## config.mk

```make
export PLATFORM = sky130hd
export DESIGN_NAME = act_pwr_ctl
export DESIGN_NICKNAME = d
export VERILOG_FILES = /design/src/rtl/apd_pkg.sv /design/src/rtl/apd_sync.sv /design/src/rtl/apd_edge.sv /design/src/rtl/apd_idle_timer.sv /design/src/rtl/apd_pm_ctl.sv /design/src/rtl/act_pwr_ctl.sv
export SDC_FILE = /design/constraint.sdc
export NUM_CORES = 1
export LEC_CHECK = 0
export BUFFER_PORTS_ARGS = -buffer_cell sky130_fd_sc_hd__clkbuf_2
export CELL_PAD_IN_SITES_DETAIL_PLACEMENT = 0
export CELL_PAD_IN_SITES_GLOBAL_PLACEMENT = 1
export CORE_ASPECT_RATIO = 0.5
export CORE_UTILIZATION = 40
export CTS_CLUSTER_DIAMETER = 60
export DETAILED_ROUTE_END_ITERATION = 8
export HOLD_SLACK_MARGIN = 0.12
export PLACE_DENSITY_LB_ADDON = 0.1
export SLEW_MARGIN = 0
export SYNTH_ARGS = -nofsm -noshare
export SYNTH_HDL_FRONTEND = slang
export SYNTH_SLANG_ARGS = --single-unit
```

## constraint.sdc

```tcl
create_clock -name clk -period 2.45 [get_ports clk]
set_clock_uncertainty 0.15 [all_clocks]
set_input_delay 0.3675 -clock clk [delete_from_list [all_inputs] [get_ports clk]]
set_output_delay 0.3675 -clock clk [all_outputs]
set_load 0.01 [all_outputs]
```

## src/rtl/apd_pkg.sv

```systemverilog
package apd_pkg;
  typedef enum logic [1:0] {
    PM_UP        = 2'd0,
    PM_AUTO_DN   = 2'd1,
    PM_FORCED_DN = 2'd2
  } pm_mode_t;
endpackage

```

## src/rtl/apd_sync.sv

```systemverilog
module apd_sync #(
  parameter int unsigned W = 1,
  parameter logic [W-1:0] RST_VAL = '0
) (
  input  logic         clk,
  input  logic         rst_n,
  input  logic [W-1:0] d,
  output logic [W-1:0] q
);
  logic [W-1:0] meta_q;

  always_ff @(posedge clk or negedge rst_n) begin
    if (!rst_n) begin
      meta_q <= RST_VAL;
      q      <= RST_VAL;
    end else begin
      meta_q <= d;
      q      <= meta_q;
    end
  end
endmodule

```

## src/rtl/apd_edge.sv

```systemverilog
module apd_edge #(
  parameter int unsigned W = 1,
  parameter logic [W-1:0] RST_VAL = '0
) (
  input  logic         clk,
  input  logic         rst_n,
  input  logic [W-1:0] d,
  output logic [W-1:0] chg
);
  logic [W-1:0] prev_q;

  always_ff @(posedge clk or negedge rst_n) begin
    if (!rst_n) prev_q <= RST_VAL;
    else        prev_q <= d;
  end

  assign chg = d ^ prev_q;
endmodule

```

## src/rtl/apd_idle_timer.sv

```systemverilog
module apd_idle_timer #(
  parameter int unsigned IDLE_CYCLES = 1000
) (
  input  logic clk,
  input  logic rst_n,
  input  logic restart,
  input  logic forced,
  input  logic hold_on,
  output logic expired
);
  localparam int unsigned CW = (IDLE_CYCLES > 2) ? $clog2(IDLE_CYCLES) : 1;
  localparam logic [CW-1:0] TERM = CW'(IDLE_CYCLES - 1);

  logic [CW-1:0] cnt_q, cnt_d;
  logic          exp_q, exp_d;
  logic          cnt_en;

  always_comb begin
    cnt_d  = cnt_q;
    exp_d  = exp_q;
    cnt_en = 1'b0;
    if (restart) begin
      cnt_d  = '0;
      exp_d  = 1'b0;
      cnt_en = 1'b1;
    end else if (forced) begin
      exp_d  = 1'b1;
    end else if (hold_on) begin
      cnt_d  = '0;
      exp_d  = 1'b0;
      cnt_en = 1'b1;
    end else if (!exp_q) begin
      if (cnt_q == TERM) begin
        exp_d = 1'b1;
      end else begin
        cnt_d  = cnt_q + CW'(1);
        cnt_en = 1'b1;
      end
    end
  end

  always_ff @(posedge clk or negedge rst_n) begin
    if (!rst_n) begin
      cnt_q <= '0;
      exp_q <= 1'b0;
    end else begin
      if (cnt_en) cnt_q <= cnt_d;
      exp_q <= exp_d;
    end
  end

  assign expired = exp_q;
endmodule

```

## src/rtl/apd_pm_ctl.sv

```systemverilog
module apd_pm_ctl
  import apd_pkg::*;
(
  input  logic clk,
  input  logic rst_n,
  input  logic foff_s,
  input  logic fon_s,
  input  logic expired,
  input  logic supply_s,
  output logic pwr_up,
  output logic tx_oe,
  output logic rx_oe,
  output logic tx_ready
);
  pm_mode_t mode_q, mode_d;
  logic     rdy_q, rdy_d;

  always_comb begin
    if (!foff_s)                 mode_d = PM_FORCED_DN;
    else if (fon_s || !expired)  mode_d = PM_UP;
    else                         mode_d = PM_AUTO_DN;
    rdy_d = (mode_d == PM_UP) && supply_s;
  end

  always_ff @(posedge clk or negedge rst_n) begin
    if (!rst_n) begin
      mode_q <= PM_UP;
      rdy_q  <= 1'b0;
    end else begin
      mode_q <= mode_d;
      rdy_q  <= rdy_d;
    end
  end

  assign pwr_up   = (mode_q == PM_UP);
  assign tx_oe    = (mode_q == PM_UP);
  assign rx_oe    = (mode_q != PM_FORCED_DN);
  assign tx_ready = rdy_q;
endmodule

```

## src/rtl/act_pwr_ctl.sv

```systemverilog
module act_pwr_ctl #(
  parameter int unsigned N_TX        = 3,
  parameter int unsigned N_RX        = 5,
  parameter int unsigned IDLE_CYCLES = 1000
) (
  input  logic            clk,
  input  logic            rst_n,
  input  logic [N_TX-1:0] tx_in,
  input  logic [N_RX-1:0] rx_in,
  input  logic            force_off_n,
  input  logic            force_on,
  input  logic            supply_ok,
  output logic            pwr_up,
  output logic            tx_oe,
  output logic            rx_oe,
  output logic            tx_ready
);
  localparam int unsigned NL = N_TX + N_RX;
  localparam int unsigned NW = NL + 1;

  logic [NW-1:0] line_s, line_chg;
  logic [1:0]    ctl_s;
  logic          fon_s, foff_s, supply_s;
  logic          any_act, fon_fall, tmr_exp;

  apd_sync #(.W(NW), .RST_VAL('0)) u_line_sync (
    .clk(clk), .rst_n(rst_n), .d({force_on, rx_in, tx_in}), .q(line_s)
  );

  apd_edge #(.W(NW), .RST_VAL('0)) u_line_edge (
    .clk(clk), .rst_n(rst_n), .d(line_s), .chg(line_chg)
  );

  apd_sync #(.W(2), .RST_VAL(2'b01)) u_ctl_sync (
    .clk(clk), .rst_n(rst_n), .d({supply_ok, force_off_n}), .q(ctl_s)
  );

  assign fon_s    = line_s[NL];
  assign foff_s   = ctl_s[0];
  assign supply_s = ctl_s[1];
  assign any_act  = |line_chg[NL-1:0];
  assign fon_fall = line_chg[NL] & ~fon_s;

  apd_idle_timer #(.IDLE_CYCLES(IDLE_CYCLES)) u_timer (
    .clk(clk), .rst_n(rst_n),
    .restart(any_act | fon_fall),
    .forced(~foff_s),
    .hold_on(fon_s),
    .expired(tmr_exp)
  );

  apd_pm_ctl u_pm (
    .clk(clk), .rst_n(rst_n),
    .foff_s(foff_s), .fon_s(fon_s), .expired(tmr_exp), .supply_s(supply_s),
    .pwr_up(pwr_up), .tx_oe(tx_oe), .rx_oe(rx_oe), .tx_ready(tx_ready)
  );
endmodule

```

==> run_results.csv <==
group,metric,value,unit
finish,drive_gt1_frac,0.205,
sta,tightest_slew,410,ps
finish,n_antenna_cell,0,
sta,drv_slew,0,
route,drt-total-wl,2570,um
floorplanning,dieArea,4350,um^2
global_routing,grt_use_met1,0.203,
global_routing,grt_max_degree,35,
sta,rsz0062_at_grt,"false",
logic_synthesis,synth-compound-area-share,0.0583,
clocking,hold_buffers,12,
logic_synthesis,seq_area_frac_synth,0.692,
status,status,"completed",
place,io_buffers,16,
sta,max-slew-margin-rel,0.727,
power_and_ir_drop,vdd_drop_max,482,uV
critical_path,cp_max_fo,12,
critical_path,cpMostUsedCell,"or4_1",
sta,period_share,0.807,
route,ant_nets,0,
clocking,clock_latency,310,ps
global_routing,antenna_found_initial,0,
floorplanning,rows,15,
logic_synthesis,synth_edf_count,0,
critical_path,critical_path_class,"flop to flop",
logic_synthesis,ys_seq_elements,45,
global_routing,grt-ovfl-total,0,
clocking,cts_tree,"yes",
clocking,htreeDepth,2,
clocking,cts.sinks,45,
finish,design_area,2010,um^2
clocking,root_buffer,"clkbuf_8",
clocking,post_cts_buffers,0,
floorplanning,start_util,0.446,
sta,finalCriticalPeriod,1980,ps
logic_synthesis,synthSimpleGateAreaFrac,0.179,
route,drt-vias-per-instance,4.65,
route,drc,0,
floorplanning,io-pin-count,17,
logic_synthesis,synth-main-ff-cell,"dfrtp_1",
critical_path,worst_setup_path_start_kind,"flop",
place,dp.cells,192,
critical_path,crit_path_cell_trace,"ha_1 -> nand4b_1 -> or4_1 -> nand3_2 -> or4_1 -> a31oi_1",
logic_synthesis,syn-num-nets,140,
worst_hold_path,hold_path_class,"flop to flop",
logic_synthesis,async_flop_share,1.00,
sta,tns,0,ps
logic_synthesis,synth_area,1630,um^2
place,dp_hpwl,1610,um
finish,final_net_count,174,
place,gp_congestion,0.806,
critical_path,slowest_stage,"or4_1",
critical_path,crit_required,2530,ps
finish,stdcell_count,212,
critical_path,critPathArrivalTime,2050,ps
clocking,cts.repair.resized,0,
sta,max_freq,0.506,GHz
logic_synthesis,synth_mux_area_frac,0,
logic_synthesis,synthAdderAreaFrac,0.00767,
global_routing,grtUsageMet2,0.194,
clocking,cts_buffer_depth,2,
global_routing,busiest_layer,"met1",
critical_path,critPathTopFamily,"simple AND/OR/NAND/NOR gates",
logic_synthesis,synthXorXnorAreaFrac,0.0429,
floorplanning,die_h,47.2,um
floorplanning,core-area,3660,um^2
critical_path,max_stage_delay,520,ps
logic_synthesis,yosysWarnings,0,
sta,setup_violations,0,
logic_synthesis,synth_top_family_by_area,"simple AND/OR/NAND/NOR gates",
clocking,cts_buffers,5,
critical_path,worst-path-buf-inv,0,
critical_path,critPathCaptureType,"flop",
route,wl_per_cell,12.1,um
global_routing,first_global_vias,925,
finish,area_growth,23.2,%
job,drv_cap,0,
route,drt-pass1-iter-count,4,
power_and_ir_drop,p_per_area,713,nW/um^2
global_routing,grt_first_pass_wirelength,4470,um
sta,hold_viol_final,0,
global_routing,grtUsageTotal,0.147,
logic_synthesis,yosysUniqueCellTypes,34,
logic_synthesis,postSynthAreaPerCell,12.9,um^2
power_and_ir_drop,p_leak,0.866,nW
floorplanning,die_x,92.3,um
route,vias,985,
global_routing,grtUsageMet3,0.0777,
clocking,clk_pin_slew,90,ps
logic_synthesis,netlist_instances,126,
route,drt_iter0_drc,35,
place,placed_area,1770,um^2
## worst reg2reg max path: stages (launching register included)
cell,delay [ps]
dfrtp_1,410
ha_1,240
nand4b_1,90
or4_1,120
nand3_2,210
or4_1,520
a31oi_1,160
## synth_stat cells (3+ instances only)
cell / instances / share of area
xor2_1: 7 / 0.038
nor2b_1: 3 / 0.012
dfrtp_1: 43 / 0.66
nand2_1: 11 / 0.025
or4_1: 4 / 0.018
nor2_1: 6 / 0.014
nand2b_1: 3 / 0.012
or3_1: 3 / 0.012
a21oi_1: 9 / 0.028
nand4b_1: 3 / 0.016
## through the flow
step | power (mW) | worst slack, ps | hold WS [ps] | util
final | 1.43 | 473 | 195 | 0.549
after global routing | 1.50 | 337 | 214 | 0.549
after CTS | 1.45 | 460 | 204 | 0.549
after detailed placement | 0.854 | 483 | 136 | 0.484
after global placement | 0.852 | 522 | 130 | 0.484
after floorplan | 0.820 | 698 | -78.1 | -
## routing by layer
metal | vias to the layer above | part of all wire
li1 | 508 | -
met1 | 456 | 0.55
met2 | 16 | 0.40
met3 | 5 | 0.041
met4 | 0 | 0.014
met5 | - | 0
## kinds of logic after synthesis
logic type                 after synthesis
buffers and inverters                    6
DFF                                     45
AOI/OAI and AO/OA                       16
and+or+nand+nor                         50
xor gates and xnor gates                 8
adders and majority gates                1
## power by group
part	switching [mW]	total (mW)	leakage [nW]	internal [mW]
sequential	0.0131	0.784	0.551	0.771
combinational	0.0347	0.0680	0.254	0.0333
clock	0.268	0.581	0.0603	0.312
total	0.316	1.43	0.866	1.12
## worst paths after layout
path	from	endpoint	slack [ps]	cells past startpoint
setup / recovery	u_timer.cnt_q[0]$_DFFE_PN0P_	u_timer.cnt_q[3]$_DFFE_PN0P_	470	6
hold / removal	u_line_sync.meta_q[7]$_DFF_PN0_	u_line_sync.q[7]$_DFF_PN0_	190	0
setup reg to reg	u_timer.cnt_q[0]$_DFFE_PN0P_	u_timer.cnt_q[3]$_DFFE_PN0P_	470	6
min in group asynchronous	rst_n	u_line_edge.prev_q[8]$_DFF_PN0_	330	2
max in group asynchronous	rst_n	u_ctl_sync.q[0]$_DFF_PN1_	1060	3
hold reg to reg	u_line_sync.meta_q[7]$_DFF_PN0_	u_line_sync.q[7]$_DFF_PN0_	190	0
## cells in the final DEF (no fill, tap or decap), drive strengths merged, types with 4 or more instances in the layout
cell type / instances
a21oi: 9
clkbuf: 21
dfrtp: 43
dlygate4sd3: 12
nand2: 11
nand2b: 4
nor2: 6
or3: 4
or4: 4
xor2: 7
## cell type report
cell class / count / area [um^2]
inverters: 2 / 7.51
well taps: 51 / 63.8
clock inverters: 3 / 50.0
clock buffers: 5 / 68.8
repair buffers: 31 / 223
multi-input cells: 75 / 469
fillers: 303 / 1650
flip-flops and latches: 45 / 1130
## sequential cells by signal, indices dropped and copies added (netlist names)
register            count
u_timer.expired         1
u_line_edge.prev_q      9
u_timer.cnt_q          10
u_line_sync.q           9
u_ctl_sync.q            2
u_pm.tx_ready           1
u_line_sync.meta_q      9
u_ctl_sync.meta_q       2
u_pm.mode_q             2
Note: power is estimated with default switching activity, not from simulation.
